--- src/rtl/rcd_pkg.sv ---
package rcd_pkg;

    // Divider control states
    typedef enum logic [1:0] {
        ST_IDLE = 2'd0,   // stopped, output low
        ST_HIGH = 2'd1,   // high phase of a divided period
        ST_LOW  = 2'd2,   // low phase of a divided period
        ST_PASS = 2'd3    // divide-by-1 running, gated input clock
    } rcd_state_e;

endpackage

--- src/rtl/rcd_cfg_decode.sv ---
module rcd_cfg_decode #(
    parameter int SEL_W   = 4,
    parameter int MAX_DIV = 8,
    parameter int CNT_W   = $clog2(MAX_DIV)
) (
    input  logic [SEL_W-1:0] div_sel,
    output logic             bypass,
    output logic             div1,
    output logic [CNT_W-1:0] hi_len,
    output logic [CNT_W-1:0] lo_len
);

    localparam logic [SEL_W-1:0] SEL_MAX = SEL_W'(MAX_DIV);

    logic [SEL_W-1:0] ratio;

    // Ratios above the maximum fold onto the maximum
    always_comb begin
        ratio  = (div_sel > SEL_MAX) ? SEL_MAX : div_sel;
        bypass = (ratio == '0);
        div1   = (ratio == SEL_W'(1));
        // Odd ratios give the spare cycle to the low phase
        hi_len = CNT_W'(ratio >> 1);
        lo_len = CNT_W'(ratio - (ratio >> 1));
    end

endmodule

--- src/rtl/rcd_fsm.sv ---
module rcd_fsm
    import rcd_pkg::*;
#(
    parameter int CNT_W = 3
) (
    input  logic             clk_in,
    input  logic             clear,
    input  logic             enable,
    input  logic             bypass,
    input  logic             div1,
    input  logic [CNT_W-1:0] hi_len,
    input  logic [CNT_W-1:0] lo_len,
    output rcd_state_e       state,
    output logic [CNT_W-1:0] cnt,
    output logic             div_q
);

    localparam logic [CNT_W-1:0] ONE = CNT_W'(1);

    rcd_state_e       state_nxt;
    logic [CNT_W-1:0] cnt_nxt;

    // Next-state and counter logic
    always_comb begin
        state_nxt = state;
        cnt_nxt   = cnt;
        unique case (state)
            ST_IDLE: begin
                cnt_nxt = '0;
                if (!bypass && enable) begin
                    state_nxt = div1 ? ST_PASS : ST_HIGH;
                end
            end
            ST_HIGH: begin
                if (enable) begin
                    if (cnt == hi_len - ONE) begin
                        state_nxt = ST_LOW;
                        cnt_nxt   = '0;
                    end else begin
                        cnt_nxt = cnt + ONE;
                    end
                end
            end
            ST_LOW: begin
                if (enable) begin
                    if (cnt == lo_len - ONE) begin
                        state_nxt = ST_HIGH;
                        cnt_nxt   = '0;
                    end else begin
                        cnt_nxt = cnt + ONE;
                    end
                end
            end
            ST_PASS: begin
                cnt_nxt = '0;
            end
        endcase
    end

    // State register
    always_ff @(posedge clk_in or posedge clear) begin
        if (clear) begin
            state <= ST_IDLE;
            cnt   <= '0;
        end else begin
            state <= state_nxt;
            cnt   <= cnt_nxt;
        end
    end

    // Output register: high exactly while in the high phase
    always_ff @(posedge clk_in or posedge clear) begin
        if (clear) begin
            div_q <= 1'b0;
        end else begin
            div_q <= (state_nxt == ST_HIGH);
        end
    end

endmodule

--- src/rtl/rcd_out_stage.sv ---
module rcd_out_stage
    import rcd_pkg::*;
(
    input  logic       clk_in,
    input  logic       clear,
    input  logic       enable,
    input  logic       bypass,
    input  logic       div1,
    input  rcd_state_e state,
    input  logic       div_q,
    output logic       clk_out
);

    logic gate_q;

    // Gate for the divide-by-1 path, updated while the input clock is low
    always_ff @(negedge clk_in or posedge clear) begin
        if (clear) begin
            gate_q <= 1'b0;
        end else begin
            gate_q <= div1 && enable &&
                      ((state == ST_IDLE) || (state == ST_PASS));
        end
    end

    always_comb begin
        if (bypass) begin
            clk_out = clk_in;
        end else if (div1) begin
            clk_out = clk_in & gate_q;
        end else begin
            clk_out = div_q;
        end
    end

endmodule

--- src/rtl/rgn_clk_div.sv ---
module rgn_clk_div
    import rcd_pkg::*;
#(
    parameter int SEL_W   = 4,
    parameter int MAX_DIV = 8
) (
    input  logic             clk_in,
    input  logic             clear,
    input  logic             enable,
    input  logic [SEL_W-1:0] div_sel,
    output logic             clk_out
);

    localparam int CNT_W = $clog2(MAX_DIV);

    logic             cfg_bypass;
    logic             cfg_div1;
    logic [CNT_W-1:0] cfg_hi;
    logic [CNT_W-1:0] cfg_lo;
    rcd_state_e       fsm_state;
    logic [CNT_W-1:0] fsm_cnt;
    logic             fsm_div_q;

    rcd_cfg_decode #(
        .SEL_W   (SEL_W),
        .MAX_DIV (MAX_DIV),
        .CNT_W   (CNT_W)
    ) u_cfg (
        .div_sel (div_sel),
        .bypass  (cfg_bypass),
        .div1    (cfg_div1),
        .hi_len  (cfg_hi),
        .lo_len  (cfg_lo)
    );

    rcd_fsm #(
        .CNT_W (CNT_W)
    ) u_fsm (
        .clk_in (clk_in),
        .clear  (clear),
        .enable (enable),
        .bypass (cfg_bypass),
        .div1   (cfg_div1),
        .hi_len (cfg_hi),
        .lo_len (cfg_lo),
        .state  (fsm_state),
        .cnt    (fsm_cnt),
        .div_q  (fsm_div_q)
    );

    rcd_out_stage u_out (
        .clk_in  (clk_in),
        .clear   (clear),
        .enable  (enable),
        .bypass  (cfg_bypass),
        .div1    (cfg_div1),
        .state   (fsm_state),
        .div_q   (fsm_div_q),
        .clk_out (clk_out)
    );

endmodule

--- config.mk ---
export PLATFORM = sky130hd
export DESIGN_NAME = rgn_clk_div
export DESIGN_NICKNAME = d
export VERILOG_FILES = /design/src/rtl/rcd_pkg.sv /design/src/rtl/rcd_cfg_decode.sv /design/src/rtl/rcd_fsm.sv /design/src/rtl/rcd_out_stage.sv /design/src/rtl/rgn_clk_div.sv
export SDC_FILE = /design/constraint.sdc
export NUM_CORES = 1
export LEC_CHECK = 0
export ABC_AREA = 1
export BUFFER_PORTS_ARGS = -buffer_cell sky130_fd_sc_hd__buf_4
export CAP_MARGIN = 25
export CORE_MARGIN = 1
export CORE_UTILIZATION = 42
export CTS_CLUSTER_DIAMETER = 150
export DETAILED_ROUTE_END_ITERATION = 8
export HOLD_SLACK_MARGIN = 0.06
export PLACE_DENSITY = 0.59
export SLEW_MARGIN = 20
export SYNTH_ARGS = -nofsm -noshare
export SYNTH_HDL_FRONTEND = slang
export SYNTH_SLANG_ARGS = --single-unit
--- constraint.sdc ---
create_clock -name clk_in -period 1.6 [get_ports clk_in]
set_input_delay 0.08 -clock clk_in [delete_from_list [all_inputs] [get_ports clk_in]]
set_output_delay 0.08 -clock clk_in [all_outputs]
set_load 0.01 [all_outputs]
==> results of run 1 <==
-- sequential cells by signal, summed over array words and instances, names as in the netlist --
name,count
u_fsm.state,2
u_fsm.cnt,3
u_fsm.div_q,1
u_out.gate_q,1
-- final cells by class --
cell class | instances | share of cell area
clock buffer | 8 | 0.0612
inverter | 17 | 0.0651
multi-input combinational | 86 | 0.504
sequential | 7 | 0.179
tap | 16 | 0.0204
timing repair buffer | 22 | 0.171
-- timing repair --
action / in CTS / in global routing
pin swaps: 4 / 2
resized for setup: 3 / 2
setup buffers: 0 / 0
endpoints found under the hold margin: 6 / 0
hold buffers: 1 / 0
setup endpoints to repair: 2 / 4
-- synth_stat cells --
| cell | n |
|---|---|
| nand2_1 | 44 |
| inv_1 | 14 |
| nand3_1 | 11 |
| ha_1 | 7 |
| dfrtp_1 | 6 |
| nor2_1 | 6 |
| inv_2 | 3 |
| o21ai_0 | 3 |
| nand2_2 | 2 |
| nand3_2 | 2 |
| nor2_2 | 2 |
| xor2_1 | 2 |
| a21o_1 | 1 |
| a21oi_2 | 1 |
| a32o_1 | 1 |
| dfrtn_1 | 1 |
| fa_1 | 1 |
| nand3b_1 | 1 |
| nor3_1 | 1 |
| xnor2_1 | 1 |
-- worst max-delay path: cells and delay by family (launching register included) --
kind | cells | cell delay, ns
AOI/OAI and AO/OA | 1 | 0.22
DFF | 1 | 0.32
and+or+nand+nor | 2 | 0.11
buffers and inverters | 1 | 0.12
-- how the worst max path moves through the flow --
| stage | start | endpoint | slack (ns) | depth (start not counted) |
|---|---|---|---|---|
| after floorplan | u_fsm.state[0] | u_out.gate_q | -0.10 | 3 |
| after global placement | div_sel[3] | u_fsm.cnt[2] | -0.14 | 11 |
| after detailed placement | div_sel[3] | u_fsm.cnt[2] | -0.15 | 11 |
| after CTS | u_out.gate_q | clk_out | -0.43 | 4 |
| after global routing | u_out.gate_q | clk_out | -0.48 | 4 |
| final | u_out.gate_q | clk_out | -0.42 | 4 |
-- cells by family after synthesis --
family | count (synthesis) | synth area share
XOR/XNOR | 3 | 0.0368
flip-flops | 7 | 0.245
AO/OA/AOI/OAI | 6 | 0.0578
AND/OR/NAND/NOR | 69 | 0.420
buffers and inverters | 17 | 0.0893
adder cells (fa/ha/maj) | 8 | 0.151
-- power breakdown --
group | internal, mW | switching [mW] | leakage [nW]
combinational | 0.316 | 0.389 | 0.448
clock | 0.211 | 0.0995 | 0.0417
sequential | 0.240 | 0.0532 | 0.0910
total | 0.767 | 0.542 | 0.581
-- per-stage QoR --
stage	hold slack (ns)	TNS (ns)
finish	0.201	-0.452
global route	0.226	-0.568
CTS	0.197	-0.466
detailed placement	0.0316	-0.866
global placement	0.0264	-0.828
floorplan	-0.117	-0.102
-- metal layers --
layer,global-route usage,wire length (µm),up-vias
li1,-,-,400
met1,0.251,767,309
met2,0.310,648,18
met3,0.0553,74,2
met4,0.139,21,0
met5,0,0,-
==> results.json, run 1 <==
{
  "status": "finished with violations",
  "violations": "negative setup slack",
  "fin_nets": 156,
  "clkLatencyLatePin_ns": 0.37,
  "diodes": 0,
  "synth_top_cell_by_area": "nand2_1",
  "clk_pin_slew_worst_paths_ns": 0.05,
  "synth_warnings": 0,
  "drive_above_1_share": 0.307,
  "ys_seq_area_frac": 0.245,
  "critPathKind": "register to output port",
  "drv_slew": 0,
  "chipHeight_um": 43.2,
  "die_x_um": 43.2,
  "cp-start-kind": "register",
  "area_delta_synth_final_pct": 37.3,
  "seq_area_um2": 175,
  "n_fill_cell": 146,
  "clock_skew_ns": 0.0203,
  "min_to": "u_fsm.state[1]",
  "place_congestion": 0.782,
  "synth.avg_cell_area_um2": 6.49,
  "r2r_start": "u_fsm.state[0]",
  "dpl-instance-area_um2": 900,
  "portBuffers": 7,
  "irDropWorstVdd_mv": 0.896,
  "fin_ws_ns": -0.418,
  "worstHoldPathCells": 6,
  "cap_violations": 0,
  "worstPathRequired_ns": 1.52,
  "postLayoutCellArea_um2": 981,
  "mostFrequentLayoutCells": "44 x nand2_1, 21 x buf_4, 12 x inv_1",
  "p_total_mw": 1.31,
  "min-delay-start": "enable",
  "stdcell_count": 156,
  "setup_violations": 2,
  "fp-row-count": 14,
  "synth_cells": 110,
  "critPathMaxStageDelay_ns": 0.32,
  "pwr_density_cell_nw_per_um2": 1330,
  "synth_seq_cells": 7,
  "synth_top_area_frac": 0.231,
  "core_um2": 1540,
  "preCtsSetupSlack_ns": -0.153,
  "layout_commonest_cell": "nand2_1",
  "antenna_found_initial": 0,
  "vias": 729,
  "post-place-cells": 148,
  "path_cells": "nand3_1 > nand2_1 > a32o_2 > buf_6",
  "r2r_cells": 3,
  "route.detailed.drc": 0,
  "antenna_left": 0,
  "wl_per_cell_um": 9.69,
  "io_pins": 8,
  "grt_pass1_wl_um": 2780,
  "synth_area_leaders": "nand2_1 23%, dfrtp_1 21%, ha_1 12%",
  "worstPathArrival_ns": 1.94,
  "cellLeakagePower_nw": 0.581,
  "grt_pass1_vias": 723,
  "drtIter0Drc": 12,
  "rsz0062_at_grt": "true",
  "slew_headroom": 0.829,
  "viasPerCell": 4.67,
  "crit_path_top_delay_cell": "dfrtn_1",
  "die-area_um2": 1870,
  "grt_start_max_net_pins": 8,
  "crit_path_max_fanout": 1,
  "r2r_slack_ns": -0.03,
  "start_util": 0.463,
  "regToRegEndpoint": "u_out.gate_q",
  "cts_tree": "done",
  "syn-num-nets": 125,
  "syn_area_um2": 714,
  "ys_types": 20,
  "hp-class": "input port to register",
  "track_usage": 0.205,
  "grt_remaining_overflow": 0,
  "tightest_slew_ns": 0.256,
  "final_core_util": 0.636,
  "crit_path_end_kind": "output port",
  "dr.pass1.iters": 4,
  "multiInputGateArea_um2": 494,
  "hold_violations": 0,
  "dp_hpwl_um": 1250,
  "wirelength_um": 1510
}
No activity file was read; power rests on OpenSTA's default activity.
==> run 2, diff against run 1 <==
==> constraint.sdc (replaced) <==
create_clock -name clk_in -period 1.6 [get_ports clk_in]
set_input_delay 0.08 -clock clk_in [delete_from_list [all_inputs] [get_ports clk_in]]
set_output_delay 0.08 -clock clk_in [all_outputs]
set_load 0.005 [all_outputs]
==> results.json, run 2 (synthesized netlist as in run 1, its figures left out) <==
{
  "grt_remaining_overflow": 0,
  "hold_violations": 0,
  "power.share.combinational": 0.546,
  "crit_start": "u_out.gate_q",
  "portBuffers": 7,
  "wl_met1_um": 779,
  "worstPathArrival_ns": 1.93,
  "wirelength_um": 1520,
  "n_fill_cell": 147,
  "route.detailed.drc": 0,
  "stdcell_count": 156,
  "diodes": 0,
  "cp-start-kind": "register",
  "viasPerCell": 4.65,
  "tightest_slew_ns": 0.256,
  "switching_share": 0.414,
  "drtIter0Drc": 12,
  "power_frac_clock": 0.227,
  "r2r_cells": 3,
  "clkLatencyLatePin_ns": 0.37,
  "postLayoutCellArea_um2": 976,
  "dpl-instance-area_um2": 900,
  "fin_nets": 156,
  "hp-class": "input port to register",
  "post-place-cells": 148,
  "largest_reg_flops": 3,
  "irDropWorstVdd_mv": 0.896,
  "status": "finished with violations",
  "clock_skew_ns": 0.0204,
  "track_usage": 0.205,
  "cellLeakagePower_nw": 0.575,
  "wl_met3_um": 61,
  "layout_commonest_cell": "nand2_1",
  "grt_pass1_vias": 723,
  "violations": "negative setup slack",
  "crit_path_end_kind": "output port",
  "cap_violations": 0,
  "critPathKind": "register to output port",
  "die_x_um": 43.2,
  "place_congestion": 0.782,
  "pwr_density_cell_nw_per_um2": 1320,
  "top_register": "u_fsm.cnt",
  "wl_per_cell_um": 9.72,
  "dr.pass1.iters": 4,
  "clk_pin_slew_worst_paths_ns": 0.05,
  "wl_met2_um": 636,
  "start_util": 0.463,
  "grt_start_max_net_pins": 8,
  "drive_above_1_share": 0.300,
  "chipHeight_um": 43.2,
  "p_total_mw": 1.29,
  "vias": 725,
  "crit_path_max_fanout": 1,
  "p_int_mw": 0.757,
  "area_delta_synth_final_pct": 36.6,
  "antenna_left": 0,
  "rsz0062_at_grt": "true",
  "r2r_start": "u_fsm.state[0]",
  "dp_hpwl_um": 1250,
  "worstHoldPathCells": 6,
  "power_switching_mw": 0.534,
  "fin_ws_ns": -0.410,
  "worstPathRequired_ns": 1.52,
  "largestRegisters": "u_fsm.cnt: 3 flops, u_fsm.state: 2 flops",
  "setup_violations": 2,
  "antenna_found_initial": 0,
  "r2r_slack_ns": -0.04,
  "routed.top_layer": "met4",
  "die-area_um2": 1870,
  "io_pins": 8,
  "cts_tree": "done",
  "mostFrequentLayoutCells": "44 x nand2_1, 22 x buf_4, 12 x inv_1",
  "min-delay-start": "enable",
  "core_um2": 1540,
  "drv_slew": 0,
  "fp-row-count": 14,
  "slew_headroom": 0.829,
  "grt_pass1_wl_um": 2780,
  "final_core_util": 0.633,
  "power_frac_seq": 0.227
}
[run 2: cell counts in the layout (fill, tap and decap cells not counted)]
No cell type changed its count.
[run 2: critical path: stages, from the launching register on]
cell     delay, ns
dfrtn_1       0.32
nand3_1       0.06
nand2_1       0.05
a32o_1        0.20
buf_4         0.13
[run 2: power by group through the flow]
| stage | sequential (mW) | clock [mW] | combinational (mW) |
|---|---|---|---|
| after CTS | 0.294 | 0.308 | 0.707 |
| after global routing | 0.302 | 0.324 | 0.818 |
| final | 0.293 | 0.293 | 0.705 |
| after floorplan | 0.294 | 0.0141 | 0.453 |
| after global placement | 0.295 | 0.0306 | 0.666 |
| after detailed placement | 0.297 | 0.0306 | 0.670 |
[run 2: layer usage]
metal	vias up	GRT usage
met2	15	0.310
met5	-	0
li1	400	-
met1	305	0.251
met4	0	0.139
met3	5	0.0553
[run 2: timing repair]
action | CTS | global route
pin swaps | 4 | 2
setup buffers | 0 | 0
hold buffers | 1 | 0
endpoints found under the hold margin | 6 | 0
gates resized for setup | 2 | 1
setup endpoints to repair | 2 | 4
cloned | 0 | 0
[run 2: final cells by class]
cell class                 instances  area [µm²]  share of cell area
multi-input combinational         86         493               0.505
timing repair buffer              22         168               0.172
clock buffer                       8        56.3              0.0577
tap                               16        20.0              0.0205
sequential                         7         175               0.179
inverter                          17        63.8              0.0654
[run 2: path summary, 6_finish.rpt]
path,end
worst min register to register,u_fsm.cnt[1]
worst max register to register,u_out.gate_q
max in group asynchronous,u_out.gate_q
worst min-delay path,u_fsm.state[1]
min in group asynchronous,u_fsm.div_q
worst max-delay path,clk_out
[run 2: through the flow]
| stage | setup TNS (ns) | setup WS [ns] | hold slack [ns] |
|---|---|---|---|
| final | -0.445 | -0.410 | 0.202 |
| after CTS | -0.466 | -0.428 | 0.197 |
| after global placement | -0.820 | -0.140 | 0.0264 |
| after floorplan | -0.102 | -0.102 | -0.117 |
| after detailed placement | -0.858 | -0.153 | 0.0316 |
| after global routing | -0.567 | -0.483 | 0.226 |
==> run 3, diff against run 2 <==
Settings changed: SKIP_CTS_REPAIR_TIMING from default to 1.
==> results.json, run 3 (synthesized netlist as in run 1, its figures left out) <==
{
  "status": "finished with violations",
  "violations": "negative setup slack",
  "critPathMaxStageDelay_ns": 0.32,
  "n_fill_cell": 147,
  "path_cells": "nand3_1 > nand2_1 > a32o_1 > buf_4",
  "place_congestion": 0.782,
  "die_x_um": 43.2,
  "chipHeight_um": 43.2,
  "pwr_density_cell_nw_per_um2": 1320,
  "drtIter0Drc": 12,
  "diodes": 0,
  "wirelength_um": 1520,
  "setup_violations": 2,
  "r2r_slack_ns": -0.04,
  "grt_remaining_overflow": 0,
  "fin_nets": 156,
  "rsz0062_at_grt": "true",
  "critPathBufInv": 1,
  "grt_pass1_wl_um": 2720,
  "drv_slew": 0,
  "route.detailed.drc": 0,
  "tightest_slew_ns": 0.256,
  "mostFrequentLayoutCells": "44 x nand2_1, 22 x buf_4, 12 x inv_1",
  "layout_commonest_cell": "nand2_1",
  "clkLatencyLatePin_ns": 0.37,
  "track_usage": 0.201,
  "vias": 727,
  "antenna_left": 0,
  "cts_tree": "done",
  "irDropWorstVdd_mv": 0.895,
  "grt_pass1_vias": 708,
  "portBuffers": 7,
  "critPathKind": "register to output port",
  "antenna_found_initial": 0,
  "crit_path_top_delay_cell": "dfrtn_1",
  "crit_family": "flip-flops",
  "preCtsSetupSlack_ns": -0.153,
  "postLayoutCellArea_um2": 976,
  "dpl-instance-area_um2": 900,
  "largest_reg_flops": 3,
  "hold_violations": 0,
  "drive_above_1_share": 0.300,
  "dp_hpwl_um": 1250,
  "start_util": 0.463,
  "largestRegisters": "u_fsm.cnt: 3 flops, u_fsm.state: 2 flops",
  "area_delta_synth_final_pct": 36.6,
  "post-place-cells": 148,
  "clock_skew_ns": 0.0204,
  "worstPathArrival_ns": 1.93,
  "cp-start-kind": "register",
  "slew_headroom": 0.829,
  "core_um2": 1540,
  "fp-row-count": 14,
  "hp-class": "input port to register",
  "whs_ns": 0.202,
  "clk_pin_slew_worst_paths_ns": 0.05,
  "wl_per_cell_um": 9.72,
  "grt_start_max_net_pins": 8,
  "fin_ws_ns": -0.414,
  "io_pins": 8,
  "cellLeakagePower_nw": 0.577,
  "stdcell_count": 156,
  "viasPerCell": 4.66,
  "die-area_um2": 1870,
  "worstPathRequired_ns": 1.52,
  "cap_violations": 0,
  "dr.pass1.iters": 4,
  "crit_path_max_fanout": 1,
  "top_register": "u_fsm.cnt",
  "crit_path_end_kind": "output port"
}
==> run 3: cell counts in the layout (fill, tap and decap cells not counted) <==
No cell type changed its count.
==> run 3: routing by layer <==
layer / GRT usage / part of all wire / vias to the layer above
met2: 0.299 / 0.42 / 17
met1: 0.248 / 0.51 / 305
met3: 0.0553 / 0.049 / 5
li1: - / - / 400
met4: 0.139 / 0.026 / 0
met5: 0 / 0 / -
==> run 3: layout make-up <==
cell class | instances | area [µm²] | share of cell area
clock buffer | 8 | 56.3 | 0.0577
inverter | 17 | 63.8 | 0.0654
multi-input combinational | 86 | 493 | 0.505
sequential | 7 | 175 | 0.179
tap | 16 | 20.0 | 0.0205
timing repair buffer | 22 | 168 | 0.172
==> run 3: report_power, final <==
| group | internal [mW] | total (mW) | switching [mW] | leakage (nW) |
|---|---|---|---|---|
| Sequential | 0.240 | 0.294 | 0.0533 | 0.0910 |
| Combinational | 0.316 | 0.705 | 0.390 | 0.450 |
| Clock | 0.201 | 0.293 | 0.0921 | 0.0358 |
==> run 3: tightest hold or removal path: cells and delay by family <==
family,cells,cell delay [ns]
AND/OR/NAND/NOR,5,0.31
buffers and inverters,1,0.11
==> run 3: per-stage QoR <==
step	util	total power, mW	setup TNS (ns)
after global routing	0.633	1.44	-0.582
after floorplan	-	0.761	-0.102
final	0.633	1.29	-0.458
after detailed placement	0.584	0.997	-0.858
after global placement	0.584	0.992	-0.820
after CTS	0.615	1.27	-0.496
==> run 3: path summary, 6_finish.rpt <==
kind | from | endpoint | depth (start not counted)
min | enable | u_fsm.state[1] | 6
min in group asynchronous | clear | u_fsm.div_q | 3
max reg2reg | u_fsm.state[0] | u_out.gate_q | 3
min reg2reg | u_fsm.cnt[1] | u_fsm.cnt[1] | 2
max in group asynchronous | clear | u_out.gate_q | 3
max | u_out.gate_q | clk_out | 4
